**src/rtl/vid_sel_pkg.sv**
```systemverilog
package vid_sel_pkg;
  parameter int CODE_W = 7;
  parameter int STEP_W = 8;

  typedef struct packed {
    logic              off;
    logic [STEP_W-1:0] steps;
  } setpt_t;
endpackage

```
**src/rtl/vid_latch_reg.sv**
```systemverilog
module vid_latch_reg
  import vid_sel_pkg::*;
(
  input  logic              clk,
  input  logic              rst,
  input  logic              wr_en,
  input  logic [CODE_W:0]   wr_data,
  output logic              mode_q,
  output logic [CODE_W-1:0] code_q
);
  always_ff @(posedge clk) begin
    if (rst) begin
      mode_q <= 1'b0;
      code_q <= '0;
    end else if (wr_en) begin
      mode_q <= wr_data[CODE_W];
      code_q <= wr_data[CODE_W-1:0];
    end
  end

  // without a strobe the register keeps its contents
  a_r1_latch_stable: assert property (@(posedge clk) disable iff (rst)
    !wr_en |=> ($stable(code_q) && $stable(mode_q)));
endmodule

```
**src/rtl/vid_pin_hold.sv**
```systemverilog
module vid_pin_hold
  import vid_sel_pkg::*;
(
  input  logic              clk,
  input  logic              rst,
  input  logic              vid_en,
  input  logic [CODE_W-1:0] vid,
  output logic [CODE_W-1:0] held_q
);
  always_ff @(posedge clk) begin
    if (rst)
      held_q <= '0;
    else if (vid_en)
      held_q <= vid;
  end

  // the captured pin code only moves on enabled cycles
  a_r6_pin_hold: assert property (@(posedge clk) disable iff (rst)
    !vid_en |=> $stable(held_q));
endmodule

```
**src/rtl/vid_decode.sv**
```systemverilog
module vid_decode
  import vid_sel_pkg::*;
#(
  parameter int FLAT_LAST = 24,
  parameter int OFF_FIRST = 97,
  parameter int TOP_STEPS = 96
) (
  input  logic [CODE_W-1:0] code,
  output setpt_t            setpt
);
  localparam logic [CODE_W-1:0] FLAT_C  = CODE_W'(FLAT_LAST);
  localparam logic [CODE_W-1:0] OFF_C   = CODE_W'(OFF_FIRST);
  localparam logic [STEP_W-1:0] TOP_C   = STEP_W'(TOP_STEPS);
  localparam logic [STEP_W-1:0] FLAT_S  = STEP_W'(FLAT_LAST);

  always_comb begin
    setpt.off   = 1'b0;
    setpt.steps = TOP_C;
    if (code >= OFF_C) begin
      setpt.off   = 1'b1;
      setpt.steps = '0;
    end else if (code > FLAT_C) begin
      setpt.steps = TOP_C - (STEP_W'(code) - FLAT_S);
    end
  end
endmodule

```
**src/rtl/vid_source_selector.sv**
```systemverilog
module vid_source_selector
  import vid_sel_pkg::*;
#(
  parameter int FLAT_LAST = 24,
  parameter int OFF_FIRST = 97,
  parameter int TOP_STEPS = 96
) (
  input  logic              clk,
  input  logic              rst,
  input  logic [CODE_W-1:0] cpu_vid,
  input  logic              cpu_vid_en,
  input  logic              reg_wr_en,
  input  logic [CODE_W:0]   reg_wr_data,
  output logic [STEP_W-1:0] setpt_steps,
  output logic              setpt_off,
  output logic              done_tgl
);
  localparam logic [STEP_W-1:0] TOP_C = STEP_W'(TOP_STEPS);

  logic              mode_q;
  logic [CODE_W-1:0] reg_code_q;
  logic [CODE_W-1:0] pin_code_q;
  logic [CODE_W-1:0] sel_code;
  setpt_t            next_setpt;
  setpt_t            setpt_q;
  logic              done_q;

  vid_latch_reg u_latch (
    .clk(clk), .rst(rst), .wr_en(reg_wr_en), .wr_data(reg_wr_data),
    .mode_q(mode_q), .code_q(reg_code_q)
  );

  vid_pin_hold u_pins (
    .clk(clk), .rst(rst), .vid_en(cpu_vid_en), .vid(cpu_vid),
    .held_q(pin_code_q)
  );

  assign sel_code = mode_q ? reg_code_q : pin_code_q;

  vid_decode #(
    .FLAT_LAST(FLAT_LAST), .OFF_FIRST(OFF_FIRST), .TOP_STEPS(TOP_STEPS)
  ) u_dec (
    .code(sel_code), .setpt(next_setpt)
  );

  always_ff @(posedge clk) begin
    if (rst) begin
      setpt_q <= '{off: 1'b0, steps: TOP_C};
      done_q  <= 1'b0;
    end else begin
      setpt_q <= next_setpt;
      if (mode_q && (next_setpt != setpt_q))
        done_q <= ~done_q;
    end
  end

  assign setpt_steps = setpt_q.steps;
  assign setpt_off   = setpt_q.off;
  assign done_tgl    = done_q;

  // an off setpoint always reports zero steps
  a_r4_off_zero: assert property (@(posedge clk) disable iff (rst)
    setpt_off |-> (setpt_steps == '0));

  // no code may exceed the flat top level
  a_r2_ceiling: assert property (@(posedge clk) disable iff (rst)
    setpt_steps <= TOP_C);

  // a toggle only ever follows a cycle in register mode
  a_r10_pin_no_toggle: assert property (@(posedge clk) disable iff (rst)
    (!$past(rst) && $changed(done_tgl)) |-> $past(mode_q));

  // a setpoint move made in register mode always toggles
  a_r9_toggle_on_change: assert property (@(posedge clk) disable iff (rst)
    (!$past(rst) && $past(mode_q) &&
     ($changed(setpt_steps) || $changed(setpt_off))) |-> $changed(done_tgl));
endmodule

```
**config.mk**
```make
export PLATFORM = sky130hd
export DESIGN_NAME = vid_source_selector
export DESIGN_NICKNAME = d
export VERILOG_FILES = /design/src/rtl/vid_sel_pkg.sv /design/src/rtl/vid_latch_reg.sv /design/src/rtl/vid_pin_hold.sv /design/src/rtl/vid_decode.sv /design/src/rtl/vid_source_selector.sv
export SDC_FILE = /design/constraint.sdc
export NUM_CORES = 1
export LEC_CHECK = 0
export BUFFER_PORTS_ARGS = -buffer_cell sky130_fd_sc_hd__buf_2
export CAP_MARGIN = 20
export CORE_ASPECT_RATIO = 0.9
export CORE_UTILIZATION = 50
export CTS_BUF_LIST = sky130_fd_sc_hd__clkbuf_8
export CTS_CLUSTER_DIAMETER = 50
export DETAILED_ROUTE_END_ITERATION = 10
export PLACE_DENSITY = 0.81
export SKIP_CTS_REPAIR_TIMING = 1
export SLEW_MARGIN = 20
export SYNTH_ARGS = -nofsm -noshare
export SYNTH_HDL_FRONTEND = slang
export SYNTH_HIERARCHICAL = 1
export SYNTH_SLANG_ARGS = --single-unit
```
**constraint.sdc**
```tcl
create_clock -name clk -period 2.46 [get_ports clk]
set_input_delay 0.246 -clock clk [delete_from_list [all_inputs] [get_ports clk]]
set_output_delay 0.246 -clock clk [all_outputs]
set_load 0.1 [all_outputs]
```
==> Yosys cells after proc, flatten, opt, wreduce, memory -nomap -nowiden <==
Index checks and enable logic that the tools add are counted.
{ "classes": {"n_addsub": 2, "bitwise_logic": 1, "reduce_logical": 1, "n_lt_le_gt_ge": 2, "n_mux": 4, "n_eq_ne": 1} }
{ "ops": {"columns": ["operator", "count"], "rows": [
  ["8-bit two-way mux", 2],
  ["9-bit != test", 1],
  ["7-bit by 5-bit subtractor with 8-bit output, second input constant", 1],
  ["7-bit by 8-bit subtractor with 8-bit output, first input constant", 1],
  ["7-bit greater-or-equal comparator, second input constant", 1],
  ["7-bit by 5-bit greater-than comparator with 1-bit output, second input constant", 1],
  ["7-bit two-way mux", 1],
  ["1-bit logical AND", 1],
  ["1-bit two-way mux", 1],
  ["1-bit inverter", 1]
]} }
{ "totals": {"register_bits": 25, "wordCells": 17, "out_inout_bits": 10, "input_bits": 19} }

==> Logic depth before layout (Yosys ltp) <==
Gate-level depths: netlist of the first run.
{ "depth": {"word_depth": 7, "ltp_mapped": 11, "ltp_nobuf": 10} }

==> By module <==
The synthesis of the first run kept the hierarchy.
{ "modules_own_cells": {"columns": ["mod", "area_each_um2", "cells_per_inst", "n_inst"], "rows": [
  ["vid_source_selector", 494.2, 47, 1],
  ["vid_latch_reg", 285.3, 26, 1],
  ["vid_decode", 271.5, 29, 1],
  ["vid_pin_hold", 247.7, 22, 1]
]} }

==> Least setup slack after synthesis of the first run <==
Ideal clock, no wire load.
{ "synth_timing": {"path_kind": "register to register", "startpoint": "register u_latch.mode_q", "endpoint": "register done_q, in the netlist done_tgl", "stages_incl_launch_ff": 12, "n_path_buf": 1, "slack_ns": -0.044, "arrival_ns": 2.377, "required_time_ns": 2.332, "cell_sequence": "dfxtp_1 -> buf_6 -> mux2_2 -> inv_1 -> ha_1 -> nand2b_4 -> a311oi_4 -> nor3_2 -> xor2_1 -> nor4_1 -> a21oi_1 -> nand4b_1"} }
{ "synth_rtl": {"columns": ["element", "line", "source"], "rows": [
  ["start: declaration", "vid_latch_reg.sv:8", "output logic mode_q,"],
  ["start signal: assignment", "vid_latch_reg.sv:16", "mode_q <= wr_data[CODE_W];"],
  ["end signal: assignment", "vid_source_selector.sv:53", "done_q <= ~done_q;"],
  ["end: declaration", "vid_source_selector.sv:26", "logic done_q;"]
]} }

==> impl_metrics.py, run 1 <==
metrics = {
    "grt": {
        "grt-ovfl-total": 0,
        "grt_pass1_wl_um": 3884,
        "antenna_found_initial": 0,
        "grt_pass1_vias": 875,
        "grt_max_degree": 28,
        "grt_busiest_layer": "met2",
        "met3_usage": 0.04897,
        "grt_use_met1": 0.2196,
        "track_usage": 0.1834,
        "met2_usage": 0.3133,
    },
    "min_path": {
        "hold_class": "input port to flip-flop",
    },
    "floorplan": {
        "ioPinCount": 29,
        "fp.dieArea_um2": 2806,
        "die_y_um": 50.35,
        "initial_core_util": 0.5309,
        "core-area_um2": 2446,
        "rows": 17,
        "dieWidth_um": 55.72,
    },
    "synth": {
        "synth_top_area_share": 0.3854,
        "synth_seq_cells": 25,
        "mappedNetlistArea_um2": 1299,
        "synth_top_area_cell": "dfxtp_1",
        "synth_warnings": 6,
        "synth-compound-area-share": 0.08092,
        "synth_area_leaders": "dfxtp_1 (39%), mux2i_1 (12%), xor2_1 (6.7%), mux2_2 (6.1%), nor2_1 (4.9%)",
        "synthAdderAreaFrac": 0.01927,
        "synth.yosys.seq_area_share": 0.3854,
        "synth_simple_gate_area_share": 0.2062,
        "synth_cell_types": 37,
        "synth_nets": 145,
        "synthMuxAreaShare": 0.1763,
        "synth_top_family_by_area": "simple AND/OR/NAND/NOR gates",
        "synth.avg_cell_area_um2": 10.47,
        "synth-xor-area-share": 0.07418,
        "postSynthCellCount": 124,
    },
    "cells_and_area": {
        "drive_gt1_frac": 0.3987,
        "seq_area_um2": 501.7,
        "utilization": 0.6189,
        "multiInputGateArea_um2": 750.7,
        "n_antenna_cell": 0,
        "fillCellCount": 188,
        "layout.nets": 175,
        "syn2layout_area_growth_pct": 16.57,
    },
    "route": {
        "firstDrtPassIters": 4,
        "antenna_left": 0,
        "routedWlPerCell_um": 13.48,
        "finalWirelength_um": 2440,
        "vias": 942,
        "drt_iter0_markers": 20,
        "via_per_inst": 5.204,
        "drc": 0,
    },
    "worst_setup_path": {
        "critPathLaunchType": "flip-flop",
        "crit_chain": "mux2_2, inv_2, ha_4, nand2b_4, a311oi_4, nor3_2, xor2_1, nor4_2, a21oi_1, nand4b_1",
        "crit_type": "flip-flop to flip-flop",
        "critPathMaxFanout": 5,
        "slowest_stage": "mux2_2",
        "path_buf_inv": 1,
        "cpPeakStageDelay_ps": 390,
        "critPathTopFamily": "simple AND/OR/NAND/NOR gates",
        "cp.required_ps": 2610,
        "cp.arrival_ps": 2510,
        "cp-end-kind": "flip-flop",
    },
    "clock_network": {
        "clk_pin_slew_ps": 80,
        "clock-sinks": 25,
        "cts_max_path_buffers": 2,
        "clockRootBuffer": "clkbuf_8",
        "cts_tree": "done",
        "clk_latency_ps": 270,
        "numCtsBuffers": 3,
        "h-tree-depth": 1,
    },
    "timing": {
        "drv_slew": 0,
        "min_period_over_period": 0.9603,
        "finalWorstPathRequiredPeriod_ps": 2362,
        "hold_viol": 0,
        "final-setup-viol-count": 0,
        "max_freq_mhz": 423.3,
        "skew_ps": 2.213,
    },
    "power_and_ir_drop": {
        "max-vdd-ir-drop_mv": 0.4648,
        "p_leak_nw": 0.6978,
        "total_power_uw": 969.8,
        "power_density_nw_per_um2": 640.5,
    },
    "run": {
        "drv_cap": 0,
    },
    "placement": {
        "place.port_buffers": 28,
        "place_congestion": 0.7834,
        "dpl.hpwl_um": 1810,
    },
    "outcome": {
        "outcome": "complete, no violations",
    },
}
==> path summary, 6_finish.rpt <==
| kind | start | end | slack [ps] | cells past startpoint |
|---|---|---|---|---|
| min reg2reg | u_latch/code_q[4]$_SDFFE_PP0P_ | u_latch/code_q[4]$_SDFFE_PP0P_ | 500 | 2 |
| max reg2reg | u_latch/mode_q$_SDFFE_PP0P_ | done_tgl$_SDFFE_PP0P_ | 100 | 10 |
| max | u_latch/mode_q$_SDFFE_PP0P_ | done_tgl$_SDFFE_PP0P_ | 100 | 10 |
| min | reg_wr_data[6] | u_latch/code_q[6]$_SDFFE_PP0P_ | 210 | 3 |
==> power by group <==
group          internal [mW]  leakage, nW  total (mW)  switching [mW]
Sequential             0.430        0.206       0.446          0.0154
Clock                  0.112       0.0269       0.235           0.123
Combinational          0.105        0.465       0.290           0.185
==> logic make-up after synthesis <==
logic type / Yosys count
flip-flops: 25
XOR/XNOR: 11
AO/OA/AOI/OAI: 10
adder cells (fa/ha/maj): 2
AND/OR/NAND/NOR: 43
multiplexers: 22
buffers and inverters: 10
other: 1
==> routing by layer <==
layer	wire (um)	share of wire
met5	0	0
met4	31	0.013
met3	89	0.036
met2	1197	0.49
met1	1121	0.46
==> synth_stat cells (all sizes together) <==
| cell type | instances |
|---|---|
| nor3 | 5 |
| inv | 3 |
| clkbuf | 1 |
| or3b | 2 |
| nor2b | 8 |
| dfxtp | 25 |
| nand4b | 1 |
| mux2i | 15 |
| nor3b | 1 |
| nand4 | 1 |
| nand2 | 2 |
| mux2 | 7 |
| xor2 | 10 |
| conb | 1 |
| a211oi | 1 |
| nand2b | 1 |
| a311oi | 1 |
| nor4 | 1 |
| a41oi | 1 |
| nand3 | 1 |
| xnor2 | 1 |
| buf | 6 |
| ha | 2 |
| or2 | 3 |
| a211o | 1 |
| a21oi | 4 |
| o31a | 1 |
| nor2 | 17 |
| o21ai | 1 |
==> through the flow <==
step                setup slack (ps)  TNS (ps)  area, um^2  std cells  hold WS (ps)
finish                         97.76         0        1514        181         209.5
global route                  -6.865    -6.865        1514        181         216.5
CTS                           -172.2    -172.2        1481        180         203.9
detailed placement            -103.8    -103.8        1436        176         483.5
global placement               72.90         0        1436        176         471.2
floorplan                      46.21         0        1299        124         318.4
==> registers in the layout (all words and copies together), names as in the netlist <==
| name | flops |
|---|---|
| setpt_off | 1 |
| u_latch/mode_q | 1 |
| setpt_steps | 8 |
| done_tgl | 1 |
| u_pins/held_q | 7 |
| u_latch/code_q | 7 |
==> layout by cell type (no fill, tap or decap), types with 2 or more instances in the layout <==
master | Yosys | layout
nor2b_1 | 8 | 8
nor3_2 | 2 | 3
a21oi_1 | 2 | 2
nor3_4 | 2 | 2
mux2_2 | 7 | 7
buf_4 | 1 | 4
inv_2 | 0 | 2
xor2_1 | 10 | 10
buf_2 | 0 | 28
mux2i_1 | 15 | 15
inv_1 | 3 | 2
or2_2 | 2 | 2
nor2_1 | 17 | 17
clkbuf_8 | 0 | 3
nand2_1 | 2 | 2
dfxtp_1 | 25 | 24
==> worst reg2reg max path: stages (launching register included) <==
cell and delay [ps]:
dfxtp_2 370, mux2_2 390, inv_2 100, ha_4 160, nand2b_4 90, a311oi_4 300, nor3_2 90, xor2_1 160
nor4_2 300, a21oi_1 110, nand4b_1 170
==> final cells by class <==
class                      count  share of cell area
multi-input combinational     89              0.4959
sequential                    25              0.3314
timing repair buffer          32              0.1124
clock buffer                   3             0.02727
tap                           28             0.02314
inverter                       3            0.007438
clock inverter                 1            0.002479
No activity file was read; power rests on OpenSTA's default activity.
==> inputs of run 2 (changes only) <==
CORE_UTILIZATION = 35   (was 50)
PLACE_DENSITY = 0.61   (was 0.81)
==> run 2 against run 1 <==
  * Clock skew rose by 1.4 ps
  * Sequential power barely moved
  * Routed wire length fell by 2.3%
  * Fmax rose by 1.1%
  * Combinational power barely moved
  * Utilization fell by 17 points
  * Global-route usage fell by 5.3 points
  * Design area rose by 2.4%
  * Setup slack improved by 25 ps
  * Hold slack improved by 2.8 ps
  * Via count rose by 1.6%
  * Flip-flop and latch count did not move
  * Critical endpoint unchanged
  * Largest cell class unchanged
==> impl_metrics.py, run 2 (synthesized netlist as in run 1, its figures left out) <==
metrics = {
    "outcome": {
        "outcome": "complete, no violations",
    },
    "timing": {
        "hold_viol": 0,
        "drv_slew": 0,
        "layout_setup_ws_ps": 122.5,
        "finalWorstPathRequiredPeriod_ps": 2338,
        "final.setup.tns_ps": 0,
        "min_period_over_period": 0.9502,
        "final-setup-viol-count": 0,
        "skew_ps": 3.592,
        "whs_ps": 212.3,
        "max_freq_mhz": 427.8,
        "rsz0062_at_grt": "no",
    },
    "route": {
        "finalWirelength_um": 2385,
        "firstDrtPassIters": 3,
        "antenna_left": 0,
        "drt_iter0_markers": 27,
        "drc": 0,
        "routedWlPerCell_um": 11.98,
        "vias": 957,
        "via_per_inst": 4.809,
    },
    "cells_and_area": {
        "utilization": 0.4489,
        "syn2layout_area_growth_pct": 19.36,
        "instances_no_fill": 199,
        "top_regs": "setpt_steps x8, u_latch/code_q x7, u_pins/held_q x7",
        "largest_register": "setpt_steps",
        "layout_common_cells": "buf_2 (28), dfxtp_1 (24), nor2_1 (17), mux2i_1 (15), xor2_1 (10)",
        "largest_reg_flops": 8,
        "layout.nets": 177,
        "n_antenna_cell": 0,
        "drive_gt1_frac": 0.4000,
        "final_area_um2": 1550,
        "layout_commonest_cell": "buf_2",
    },
    "clock_network": {
        "clk_pin_slew_ps": 90,
        "cts_max_path_buffers": 2,
        "clockRootBuffer": "clkbuf_8",
        "cts_tree": "done",
        "h-tree-depth": 1,
        "clock-sinks": 25,
        "clk_latency_ps": 260,
        "numCtsBuffers": 3,
    },
    "grt": {
        "grt_max_degree": 28,
        "grt_pass1_vias": 921,
        "grt_pass1_wl_um": 3912,
        "track_usage": 0.1303,
        "antenna_found_initial": 0,
        "grt-ovfl-total": 0,
    },
    "power_and_ir_drop": {
        "seqPwrFrac": 0.457,
        "total_power_uw": 974.1,
        "p_sw_frac": 0.3332,
        "combPwrFrac": 0.298,
        "internal-power_uw": 649.6,
        "p_leak_nw": 0.7056,
        "clockPowerShare": 0.245,
        "power_density_nw_per_um2": 628.4,
        "p_sw_uw": 324.6,
        "max-vdd-ir-drop_mv": 0.2927,
    },
    "worst_setup_path": {
        "rr_startpoint": "u_latch/mode_q$_SDFFE_PP0P_",
        "crit_path_end": "done_tgl$_SDFFE_PP0P_",
        "crit_type": "flip-flop to flip-flop",
        "critPathLaunchType": "flip-flop",
        "reg2reg_depth": 9,
        "critPathMaxFanout": 7,
        "cp.arrival_ps": 2490,
        "r2r-end": "done_tgl$_SDFFE_PP0P_",
        "cp-end-kind": "flip-flop",
        "rrSetupSlack_ps": 120,
        "cp.required_ps": 2610,
        "cp-startpoint": "u_latch/mode_q$_SDFFE_PP0P_",
    },
    "placement": {
        "dpl.hpwl_um": 1894,
        "place.port_buffers": 28,
        "dp_cells": 193,
        "place_congestion": 0.8947,
        "dpl_cell_area_um2": 1464,
        "dpl_worst_slack_ps": -89.05,
    },
    "floorplan": {
        "rows": 20,
        "dieWidth_um": 66.21,
        "die_y_um": 59.79,
        "core-area_um2": 3453,
        "initial_core_util": 0.3761,
        "ioPinCount": 29,
        "fp.dieArea_um2": 3959,
    },
    "run": {
        "drv_cap": 0,
    },
    "min_path": {
        "hold_class": "input port to flip-flop",
        "holdPathStages": 3,
    },
}
[run 2: critical path, stage by stage, from the launching register on]
cell	delay, ps
dfxtp_2	370
buf_4	160
mux2_2	380
buf_4	180
a311oi_4	350
nor3_2	80
xor2_1	160
nor4_2	280
a21oi_1	110
nand4b_1	160
[run 2: worst min-delay path by stage]
stage	startpoint	end
after floorplan	rst	u_pins/held_q[0]$_SDFFE_PP0P_
after global placement	u_pins/held_q[6]$_SDFFE_PP0P_	u_pins/held_q[6]$_SDFFE_PP0P_
after detailed placement	u_latch/code_q[3]$_SDFFE_PP0P_	u_latch/code_q[3]$_SDFFE_PP0P_
after CTS	cpu_vid[2]	u_pins/held_q[2]$_SDFFE_PP0P_
after global routing	reg_wr_data[3]	u_latch/code_q[3]$_SDFFE_PP0P_
final	reg_wr_data[1]	u_latch/code_q[1]$_SDFFE_PP0P_
[run 2: power by group through the flow]
stage / Clock [mW] / Combinational (mW) / Sequential (mW)
after detailed placement: 0 / 0.274 / 0.455
after global routing: 0.265 / 0.309 / 0.449
after CTS: 0.249 / 0.275 / 0.446
final: 0.238 / 0.290 / 0.446
after global placement: 0 / 0.269 / 0.454
after floorplan: 0 / 0.151 / 0.529
[run 2: final cells by class]
class | count | area, um^2
clock buffer | 3 | 41.29
multi-input combinational | 89 | 750.7
inverter | 3 | 11.26
sequential | 25 | 501.7
fill | 344 | 1903
timing repair buffer | 34 | 185.2
clock inverter | 1 | 5.005
tap | 44 | 55.05
[run 2: routing by layer]
metal | global-route usage | up-vias | share of wire
met5 | 0 | - | 0
met4 | 0.03647 | 0 | 0.018
met3 | 0.03435 | 4 | 0.033
met2 | 0.2289 | 19 | 0.49
met1 | 0.1568 | 449 | 0.46
li1 | - | 485 | -
